### config.mk
export PLATFORM = sky130hd
export DESIGN_NAME = crcv_engine
export DESIGN_NICKNAME = d
export VERILOG_FILES = /design/src/rtl/crcv_pkg.sv /design/src/rtl/crcv_lane.sv /design/src/rtl/crcv_sel.sv /design/src/rtl/crcv_engine.sv
export SDC_FILE = /design/constraint.sdc
export NUM_CORES = 1
export LEC_CHECK = 0
export BUFFER_PORTS_ARGS = -buffer_cell sky130_fd_sc_hd__buf_2
export CAP_MARGIN = 20
export CORE_ASPECT_RATIO = 1.4
export CORE_MARGIN = 1
export CORE_UTILIZATION = 55
export CTS_CLUSTER_DIAMETER = 40
export CTS_CLUSTER_SIZE = 8
export DETAILED_ROUTE_END_ITERATION = 10
export GPL_TIMING_DRIVEN = 0
export PLACE_DENSITY = 0.79
export REMOVE_ABC_BUFFERS = 1
export SYNTH_ARGS = -nofsm -noshare
export SYNTH_HDL_FRONTEND = slang
export SYNTH_SLANG_ARGS = --single-unit
### constraint.sdc
create_clock -name clk -period 6.7 [get_ports clk]
set_input_delay 0 -clock clk [delete_from_list [all_inputs] [get_ports clk]]
set_output_delay 0 -clock clk [all_outputs]
set_load 0.01 [all_outputs]
### src/rtl/crcv_pkg.sv
package crcv_pkg;

  localparam int          CRC_W = 16;
  localparam logic [15:0] POLY  = 16'h1021;

  typedef enum logic [1:0] {
    SZ_B8   = 2'b00,
    SZ_B16  = 2'b01,
    SZ_B32  = 2'b10,
    SZ_RSVD = 2'b11
  } wsize_e;

  // one serial step: data bit enters against the register MSB
  function automatic logic [CRC_W-1:0] crc_bit(logic [CRC_W-1:0] c, logic d);
    logic fb;
    fb = c[CRC_W-1] ^ d;
    return {c[CRC_W-2:0], 1'b0} ^ (fb ? POLY : '0);
  endfunction

endpackage

### src/rtl/crcv_lane.sv
module crcv_lane
  import crcv_pkg::*;
#(
  parameter int W = 8
) (
  input  logic [CRC_W-1:0] crc_in,
  input  logic [W-1:0]     data_in,
  output logic [CRC_W-1:0] crc_nx
);
  // unrolled XOR network, MSB of the word first
  always_comb begin
    logic [CRC_W-1:0] acc;
    acc = crc_in;
    for (int i = W - 1; i >= 0; i--) begin
      acc = crc_bit(acc, data_in[i]);
    end
    crc_nx = acc;
  end
endmodule

### src/rtl/crcv_sel.sv
module crcv_sel
  import crcv_pkg::*;
#(
  parameter int NLANE  = 3,
  parameter int DATA_W = 32
) (
  input  logic                        wr_fire,
  input  logic                        wr_seed,
  input  logic [1:0]                  wr_size,
  input  logic [DATA_W-1:0]           wr_data,
  input  logic [NLANE-1:0][CRC_W-1:0] lane_res,
  output logic                        upd_en,
  output logic [CRC_W-1:0]            crc_next
);
  wsize_e sz;
  assign sz = wsize_e'(wr_size);

  always_comb begin
    upd_en   = 1'b0;
    crc_next = '0;
    if (wr_fire) begin
      if (wr_seed) begin
        upd_en   = 1'b1;
        crc_next = wr_data[CRC_W-1:0];
      end else begin
        unique case (sz)
          SZ_B8:   begin upd_en = 1'b1; crc_next = lane_res[0]; end
          SZ_B16:  begin upd_en = 1'b1; crc_next = lane_res[1]; end
          SZ_B32:  begin upd_en = 1'b1; crc_next = lane_res[2]; end
          default: begin upd_en = 1'b0; crc_next = '0; end
        endcase
      end
    end
  end
endmodule

### src/rtl/crcv_engine.sv
module crcv_engine
  import crcv_pkg::*;
#(
  parameter int          DATA_W   = 32,
  parameter logic [15:0] INIT_VAL = 16'hFFFF
) (
  input  logic              clk,
  input  logic              rst_n,
  input  logic              wr_valid,
  output logic              wr_ready,
  input  logic              wr_seed,
  input  logic [1:0]        wr_size,
  input  logic [DATA_W-1:0] wr_data,
  output logic [CRC_W-1:0]  crc_out
);
  localparam int NLANE = 3;

  logic [CRC_W-1:0]            crc_q;
  logic [NLANE-1:0][CRC_W-1:0] lane_res;
  logic                        wr_fire;
  logic                        upd_en;
  logic [CRC_W-1:0]            crc_next;

  assign wr_ready = 1'b1;
  assign wr_fire  = wr_valid & wr_ready;

  for (genvar g = 0; g < NLANE; g++) begin : g_lane
    localparam int LW = 8 << g;
    crcv_lane #(.W(LW)) lane_i (
      .crc_in (crc_q),
      .data_in(wr_data[LW-1:0]),
      .crc_nx (lane_res[g])
    );
  end

  crcv_sel #(.NLANE(NLANE), .DATA_W(DATA_W)) sel_i (
    .wr_fire (wr_fire),
    .wr_seed (wr_seed),
    .wr_size (wr_size),
    .wr_data (wr_data),
    .lane_res(lane_res),
    .upd_en  (upd_en),
    .crc_next(crc_next)
  );

  always_ff @(posedge clk or negedge rst_n) begin
    if (!rst_n)      crc_q <= INIT_VAL;
    else if (upd_en) crc_q <= crc_next;
  end

  assign crc_out = crc_q;

  // no write, no change
  p_hold_r8: assert property (@(posedge clk) disable iff (!rst_n)
    !wr_valid |=> $stable(crc_out));

  // seed value appears the next cycle
  p_seed_r2: assert property (@(posedge clk) disable iff (!rst_n)
    (wr_valid && wr_seed) |=> crc_out == $past(wr_data[15:0]));

  // reserved size leaves the result alone
  p_rsvd_r6: assert property (@(posedge clk) disable iff (!rst_n)
    (wr_valid && !wr_seed && wr_size == 2'b11) |=> $stable(crc_out));

  // zero register with zero byte stays zero (linearity)
  p_zero_r3: assert property (@(posedge clk) disable iff (!rst_n)
    (wr_valid && !wr_seed && wr_size == 2'b00 && crc_out == '0 &&
     wr_data[7:0] == 8'h00) |=> crc_out == '0);

  // an accepted append always loads the register
  p_upd_r8: assert property (@(posedge clk) disable iff (!rst_n)
    (wr_valid && !wr_seed && wr_size != 2'b11) |-> upd_en);
endmodule

# Yosys cells after proc, flatten, opt, wreduce, memory -nomap -nowiden
# Cells that the tools add are included.
word_totals:
  register_bits: 16
  input_bits: 38
  output_inout_bits: 17
  elab_cells: 179
op_classes:
  n_eq_ne: 2
  mux: 62
  bitwise: 112
  reduce_logical: 2
op_table:
  columns: ["cell", "count"]
  rows:
  - ["$xor 16x16->16", 56]
  - ["$mux 13", 56]
  - ["$xor 1x1->1", 56]
  - ["$pmux 16 s3", 1]
  - ["$mux 16", 2]
  - ["$mux 1", 3]
  - ["$reduce_or 3->1", 1]
  - ["$eq 2x1->1 const B", 1]
  - ["$eq 2x2->1 const B", 1]
  - ["$logic_not 2->1", 1]

# Longest topological paths before layout
# Gate-level depths: netlist of run 1.
logic_depth:
  word_depth: 99
  ltp_mapped: 8
  mapped_depth_nobuf: 7

# Modules after synthesis
# A second synthesis of run 1 with hierarchy kept.
unflattened:
  cells_unflattened: 301
  hier_area_um2: 3458.3
modules_own_cells:
  columns: ["mod", "instances", "cells_per_inst", "area_each_um2", "seq_area_each_um2"]
  rows:
  - ["crcv_lane at g_lane[2].lane_i", 1, 94, 1089.8, 0.0]
  - ["crcv_sel", 1, 96, 747.0, 0.0]
  - ["crcv_engine", 1, 36, 680.7, 420.4]
  - ["crcv_lane at g_lane[1].lane_i", 1, 50, 553.0, 0.0]
  - ["crcv_lane at g_lane[0].lane_i", 1, 25, 387.9, 0.0]

# Worst setup path after synthesis of run 1
# No wires, ideal clock.
synth_path:
  kind: "reg-to-reg"
  from: "register crc_q[15], in the netlist crc_out[15]"
  to: "register crc_q[12], in the netlist crc_out[12]"
  setup_ns: 0.064
  arrival_time_ns: 2.820
  t_required_ns: 6.636
  slack_ns: 3.816
  path_stages_with_launch: 9
  n_path_buf: 1
  synth_period_minus_slack_ns: 2.884
  path_cell_list: "dfstp_2 buf_6 xor2_2 xnor3_2 xnor3_2 xnor3_1 xnor3_2 or3_1 nand3_1"
synth_between:
  elab_chain_len: 49
  elab_cells_between_ends: 97
  classes_between: "mux: 22; bitwise: 75"
synth_rtl:
  columns: ["item", "line", "source"]
  rows:
  - ["start, declared", "crcv_engine.sv:18", "logic [CRC_W-1:0] crc_q;"]
  - ["start signal, assigned", "crcv_engine.sv:48", "else if (upd_en) crc_q <= crc_next;"]
  - ["$xor 1x1->1", "crcv_pkg.sv:16", "fb = c[CRC_W-1] ^ d;"]
  - ["$mux 13", "crcv_pkg.sv:17", "return {c[CRC_W-2:0], 1'b0} ^ (fb ? POLY : '0);"]
  - ["$xor 16x16->16 (4 in series)", "crcv_pkg.sv:17", null]
  - ["$xor 1x1->1 or $xor 16x16->16 (tied branches)", "crcv_pkg.sv:16, crcv_pkg.sv:17", null]
  - ["$mux 13 or $xor 16x16->16 (tied branches)", "crcv_pkg.sv:17", null]
  - ["$xor 16x16->16 (4 in series)", "crcv_pkg.sv:17", null]
  - ["$xor 1x1->1 or $xor 16x16->16 (tied branches)", "crcv_pkg.sv:16, crcv_pkg.sv:17", null]
  - ["$mux 13, or another cell as far along", "crcv_pkg.sv:17", null]
  - ["(+24 left out)", null, null]
  - ["$xor 16x16->16 or $mux 13 (tied branches)", "crcv_pkg.sv:17", null]
  - ["$xor 16x16->16 (4 in series)", "crcv_pkg.sv:17", null]
  - ["$xor 16x16->16 or $xor 1x1->1 (tied branches)", "crcv_pkg.sv:17, crcv_pkg.sv:16", null]
  - ["$xor 16x16->16 or $mux 13 (tied branches)", "crcv_pkg.sv:17", null]
  - ["$xor 16x16->16", "crcv_pkg.sv:17", null]
  - ["$pmux 16 s3 *", "crcv_sel.sv:26", "unique case (sz)"]
  - ["$mux 16 *", "crcv_sel.sv:22", "if (wr_seed) begin"]
  - ["$mux 16 *", "crcv_sel.sv:21", "if (wr_fire) begin"]
# Every way passes the cells marked *; elsewhere a longest branch is shown, timed or not.
# A chain may end at the register's enable or synchronous reset.

# Worst setup path in the final report of run 1
# Ends and elaborated chain as after synthesis.

==> results of run 1 <==
cells by family after synthesis:
kind of cell / count (synthesis) / synth area share, %
flip-flops: 16 / 13.4
buffers and inverters: 21 / 3.87
AND/OR/NAND/NOR: 53 / 7.86
XOR/XNOR: 157 / 62.0
other: 1 / 0.120
multiplexers: 5 / 1.64
AO/OA/AOI/OAI: 56 / 11.1
worst paths after layout:
kind                             start     endpoint  cells past startpoint
min reg2reg                crc_out[10]  crc_out[10]                      2
max reg2reg                crc_out[15]  crc_out[12]                      7
max in group asynchronous        rst_n   crc_out[6]                      2
min                         wr_data[3]   crc_out[3]                      3
min in group asynchronous        rst_n   crc_out[1]                      2
max                        crc_out[15]  crc_out[12]                      7
cells in the final DEF (no fill, tap or decap), drive strengths merged, types with 3 or more instances in the layout:
| master | synthesis | routed |
|---|---|---|
| o211ai | 3 | 3 |
| nand4 | 3 | 3 |
| nor2 | 12 | 12 |
| o21ai | 16 | 16 |
| nand3 | 5 | 5 |
| mux2i | 4 | 4 |
| buf | 4 | 54 |
| xor2 | 33 | 33 |
| clkbuf | 11 | 3 |
| xor3 | 4 | 4 |
| a21oi | 16 | 16 |
| xnor2 | 89 | 89 |
| o22ai | 4 | 4 |
| a221oi | 5 | 5 |
| xnor3 | 31 | 31 |
| inv | 4 | 4 |
| or3 | 3 | 3 |
| dfstp | 16 | 16 |
| nand2 | 20 | 20 |
routing by layer:
layer / global-route usage, % / share of wire [%] / up-vias
met1: 37.2 / 39 / 1204
met2: 53.1 / 53 / 90
met5: 0 / 0 / -
met3: 1.26 / 4.6 / 18
met4: 13.6 / 3.0 / 0
li1: - / - / 1135
stage by stage:
stage	cell area, µm²	hold WS (ns)
after CTS	3450	0.0388
after floorplan	3030	-0.148
after global placement	3380	0.253
final	3450	0.0335
after detailed placement	3400	0.275
after global routing	3450	0.0631
worst register-to-register path, stage by stage (launching register included):
cell     delay, ns
dfstp_2       0.71
xor2_2        0.27
xnor3_2       0.54
xnor3_2       0.45
xnor3_1       0.28
xnor3_2       0.33
or3_1         0.40
nand3_1       0.09
area by class of cell:
class	instances	share of cell area, %
inverter	5	0.544
tap	68	2.47
timing repair buffer	55	8.31
multi-input combinational	272	75.3
clock buffer	3	1.20
sequential	16	12.2
==> flow_metrics.py, run 1 <==
metrics = {
    "logic_synthesis": {
        "synth_edf_count": 0,
        "synth_common_cells": "xnor2_1 (83), xor2_1 (31), xnor3_1 (21), nand2_1 (20)",
        "ys_top_cells_by_area": "xnor2_1 (23%), xnor3_1 (15%), dfstp_2 (13%)",
        "synth_most_common_cell": "xnor2_1",
        "dominantRegCellSynth": "dfstp_2",
        "async_reset_ff_share_pct": 100,
        "ys_types": 47,
        "synth_top_area_share_pct": 23.2,
        "syn_area_per_cell_um2": 10.2,
        "yosys.area.top_type": "xnor2_1",
        "synth-seq-area-share_pct": 13.4,
        "syn_inst": 309,
        "synth_area_mm2": 0.00314,
        "yosysWarnings": 0,
        "synth-seq-cells": 16,
    },
    "min_path": {
        "hold_class": "primary input to flip-flop",
    },
    "grt": {
        "grt_first_pass_wirelength_um": 13200,
        "grt_overflow": 0,
        "antenna_found_initial": 0,
        "grt_pass1_vias": 2529,
        "grt_usage_pct": 30.3,
        "grt_max_degree": 18,
    },
    "cells_and_area": {
        "instances_no_fill": 419,
        "fillers": 466,
        "fin_nets": 391,
        "antenna_cells": 0,
        "largest_reg_flops": 16,
        "seq_area_um2": 420,
        "layout-drive-gt1-share_pct": 26.8,
        "area_delta_synth_final_pct": 9.89,
        "multi_input_area_mm2": 0.00259,
        "postLayoutCoreUtil_pct": 62.8,
    },
    "critical_path": {
        "endpoint_kind": "flip-flop",
        "cpMostUsedCell": "xnor3_2",
        "crit_arrival_ns": 3.31,
        "cp_slowest_cell": "dfstp_2",
        "startpoint_type": "flip-flop",
        "max_stage_delay_ns": 0.71,
        "path_cells": "xor2_2 > xnor3_2 > xnor3_2 > xnor3_1 > xnor3_2 > or3_1 > nand3_1",
        "path_buf_inv": 0,
        "ff2ff_setup_slack_ns": 3.59,
        "cp_max_fo": 9,
        "crit_type": "flip-flop to flip-flop",
        "path_delay_family": "XOR/XNOR gates",
        "crit_required_ns": 6.91,
    },
    "clocking": {
        "htreeDepth": 1,
        "clock-sinks": 16,
        "numCtsBuffers": 3,
        "holdBufCountCts": 1,
        "clk_latency_ns": 0.26,
        "post_cts_resized": 0,
        "cts_setup_buffers": 0,
        "cts-root-buf": "clkbuf_8",
        "cts_tree": "yes",
        "clk_pin_slew_ns": 0.08,
        "clk_path_buf_depth": 2,
    },
    "detailed_routing": {
        "firstDrtPassIters": 4,
        "vias_per_cell": 5.84,
        "drc": 0,
        "vias": 2447,
        "wirelength_um": 8470,
        "wl_per_cell_um": 20.2,
        "first_iter_violations": 154,
        "ant_nets": 0,
    },
    "placement": {
        "dp_hpwl_um": 6740,
        "routabilityCongestion": 0.920,
        "pre_cts_slack_ns": 3.61,
        "dp.cells": 415,
        "portBuffers": 53,
    },
    "sta": {
        "finalSetupViolCount": 0,
        "hold_viol": 0,
        "worst_slack_ns": 3.59,
        "drv_slew": 0,
        "setup_tns_ns": 0,
        "worst_pin_slew_ns": 0.776,
        "fin_crit_ns": 3.11,
        "skew_ns": 0.00969,
        "fin_crit_sh_pct": 46.4,
        "slew_headroom_pct": 47.9,
        "rsz0062_at_grt": "false",
        "fmax_ghz": 0.322,
    },
    "status": {
        "status": "completed",
    },
    "floorplanning": {
        "rows": 32,
        "initial_core_util_pct": 57.2,
        "core-area_mm2": 0.00549,
        "die_x_um": 65.8,
        "io_pins": 55,
        "die_area_mm2": 0.00601,
        "chipHeight_um": 91.4,
    },
    "flow_run": {
        "cap_violations": 0,
    },
}
Power of run 1 is not shown: default switching activity piles up to over one toggle a cycle in this logic, so the estimate is an artifact.
==> run 2, diff against run 1 <==
--- a/config.mk
+++ b/config.mk
@@ -5,11 +5,12 @@
 export SDC_FILE = /design/constraint.sdc
 export NUM_CORES = 1
 export LEC_CHECK = 0
+export ABC_AREA = 1
 export BUFFER_PORTS_ARGS = -buffer_cell sky130_fd_sc_hd__buf_2
 export CAP_MARGIN = 20
 export CORE_ASPECT_RATIO = 1.4
 export CORE_MARGIN = 1
-export CORE_UTILIZATION = 55
+export CORE_UTILIZATION = 54
 export CTS_CLUSTER_DIAMETER = 40
 export CTS_CLUSTER_SIZE = 8
 export DETAILED_ROUTE_END_ITERATION = 10
==> constraint.sdc (replaced) <==
create_clock -name clk -period 2.6 [get_ports clk]
set_input_delay 0 -clock clk [delete_from_list [all_inputs] [get_ports clk]]
set_output_delay 0 -clock clk [all_outputs]
set_load 0.01 [all_outputs]
==> flow_metrics.py, run 2 <==
metrics = {
    "status": {
        "status": "finished with violations",
        "violations": "setup timing",
    },
    "clocking": {
        "htreeDepth": 1,
        "numCtsBuffers": 3,
        "clock-sinks": 16,
        "clk_latency_ns": 0.26,
        "cts_tree": "yes",
        "cts-root-buf": "clkbuf_8",
        "clk_pin_slew_ns": 0.07,
        "clk_path_buf_depth": 2,
    },
    "logic_synthesis": {
        "synth-seq-cells": 16,
        "async_reset_ff_share_pct": 100,
        "dominantRegCellSynth": "dfstp_2",
        "yosys.area.top_type": "nand2_1",
        "synth_common_cells": "nand2_1 (184), nand3_1 (52), inv_1 (50), nand2_2 (37), xnor2_1 (36)",
        "yosysWarnings": 0,
        "synth_edf_count": 0,
        "syn_area_per_cell_um2": 6.29,
        "synth-seq-area-share_pct": 11.4,
        "synth_top_area_share_pct": 18.7,
        "synth_most_common_cell": "nand2_1",
        "ys_top_cells_by_area": "nand2_1 (19%), dfstp_2 (11%), xnor2_1 (8.5%)",
        "syn_inst": 588,
        "synth_area_mm2": 0.00370,
        "ys_types": 42,
    },
    "detailed_routing": {
        "drc": 0,
        "firstDrtPassIters": 6,
        "ant_nets": 0,
        "wl_per_cell_um": 17.9,
        "vias_per_cell": 5.74,
        "vias": 4371,
        "first_iter_violations": 408,
        "wirelength_um": 13600,
    },
    "grt": {
        "antenna_found_initial": 0,
        "grt_overflow": 0,
        "grt_first_pass_wirelength_um": 18200,
        "grt_max_degree": 21,
        "grt_usage_pct": 32.5,
        "grt_pass1_vias": 3939,
    },
    "floorplanning": {
        "core-area_mm2": 0.00661,
        "die_x_um": 71.9,
        "chipHeight_um": 99.9,
        "rows": 35,
        "initial_core_util_pct": 55.9,
        "die_area_mm2": 0.00719,
        "io_pins": 55,
    },
    "cells_and_area": {
        "layout_commonest_cell": "nand2_1",
        "mostFrequentLayoutCells": "nand2_1 (131), nand2_2 (58), buf_2 (53)",
        "area_delta_synth_final_pct": 42.7,
        "layout-drive-gt1-share_pct": 48.5,
        "instances_no_fill": 762,
        "largest_reg_flops": 16,
        "fin_area_mm2": 0.00528,
        "fin_nets": 710,
        "antenna_cells": 0,
    },
    "sta": {
        "hold_viol": 0,
        "setup_tns_ns": -1.35,
        "fmax_ghz": 0.361,
        "fin_crit_ns": 2.77,
        "worst_pin_slew_ns": 1.06,
        "rsz0062_at_grt": "true",
        "worst_slack_ns": -0.169,
        "holdWs_ns": 0.0561,
        "finalSetupViolCount": 15,
        "slew_headroom_pct": 28.8,
        "fin_crit_sh_pct": 107,
        "drv_slew": 0,
        "skew_ns": 0.00378,
    },
    "critical_path": {
        "crit_arrival_ns": 2.96,
        "max_stage_delay_ns": 0.59,
        "crit_type": "flip-flop to flip-flop",
        "cpMostUsedCell": "nand2_4",
        "path_cells": "inv_4 > nand2_4 > nand2_4 > nand2_4 > nand3b_1 > nand2_4 > inv_2 > nand2_4 > nand2_8 > nand2_8 > nand2_8 > nand2_8 > nand2_8 > nand2_4 > nand3_4 > buf_4 > nand3_2 > nand3_2 > nand2_2 > nand2_1 > a21oi_2",
        "rr_worst_depth": 21,
        "startpoint_type": "flip-flop",
        "cp_slowest_cell": "dfstp_2",
        "r2r-end": "crc_out[5]",
        "endpoint_kind": "flip-flop",
        "cp_max_fo": 5,
        "rr_startpoint": "crc_out[15]",
        "ff2ff_setup_slack_ns": -0.17,
        "crit_required_ns": 2.79,
    },
    "min_path": {
        "whs_path_depth": 3,
        "worstHoldStart": "wr_data[15]",
        "worst_hold_path.endpoint": "crc_out[15]",
        "hold_class": "primary input to flip-flop",
    },
    "placement": {
        "dp_hpwl_um": 8510,
        "placed_area_mm2": 0.00403,
        "dp.cells": 720,
        "routabilityCongestion": 0.986,
        "portBuffers": 53,
    },
    "flow_run": {
        "cap_violations": 0,
    },
}
[run 2: changes by cell type after synthesis, moves of 10 or more]
cell,delta
nand3_1,+47
xnor2_1,-47
xnor3_2,-10
xnor3_1,-21
nand2_4,+20
inv_2,+17
a21oi_1,+11
inv_1,+46
nand2_2,+37
nor2_1,+11
nand2_1,+164
[run 2: repair_timing]
action	in CTS	in global routing
endpoints found under the setup margin	16	16
pin swaps	32	71
setup buffers	17	21
gates resized for setup	63	113
endpoints found under the hold margin	11	0
hold buffers	1	0
[run 2: metal layers]
| layer | vias up | GRT usage (%) | part of all wire, % |
|---|---|---|---|
| met3 | 61 | 2.61 | 7.0 |
| met5 | - | 0 | 0 |
| li1 | 1993 | - | - |
| met4 | 0 | 17.5 | 5.9 |
| met1 | 2060 | 35.0 | 35 |
| met2 | 257 | 61.7 | 53 |
[run 2: how the worst max path moves through the flow]
stage / startpoint / endpoint / slack (ns)
finish: crc_out[15] / crc_out[5] / -0.17
global route: crc_out[13] / crc_out[7] / -0.28
CTS: crc_out[15] / crc_out[12] / -0.007
detailed placement: crc_out[12] / crc_out[12] / -0.18
global placement: wr_seed / crc_out[10] / -1.75
floorplan: wr_size[0] / crc_out[9] / 0.14
[run 2: cell families after synthesis]
kind of cell           count (synthesis)  synth area share (%)
other                                  1                 0.101
AO/OA/AOI/OAI                         58                  9.68
AND/OR/NAND/NOR                      344                  46.8
XOR/XNOR                              85                  23.0
flip-flops                            16                  11.4
buffers and inverters                 84                  9.13
[run 2: final cells by class]
type	instances	area, µm²
well taps	92	115
multi-input cells	488	3830
inverters	70	273
flip-flops and latches	16	420
repair buffers	93	599
clock buffers	3	41.3
fillers	419	1340
[run 2: through the flow]
| step | utilization (%) | worst slack (ns) |
|---|---|---|
| after floorplan | - | 0.140 |
| after global placement | 60.5 | -1.75 |
| after detailed placement | 60.9 | -0.178 |
| after CTS | 68.6 | -0.00665 |
| after global routing | 79.8 | -0.283 |
| final | 79.8 | -0.169 |
[run 2: worst max-delay path, delay by kind of cell, from the launching register on]
family          cells  cell delay (ns)
buf+inv             3             0.26
simple gates       17             1.62
compound gates      1             0.19
flops               1             0.59
Power of run 2 is left out for the same reason.
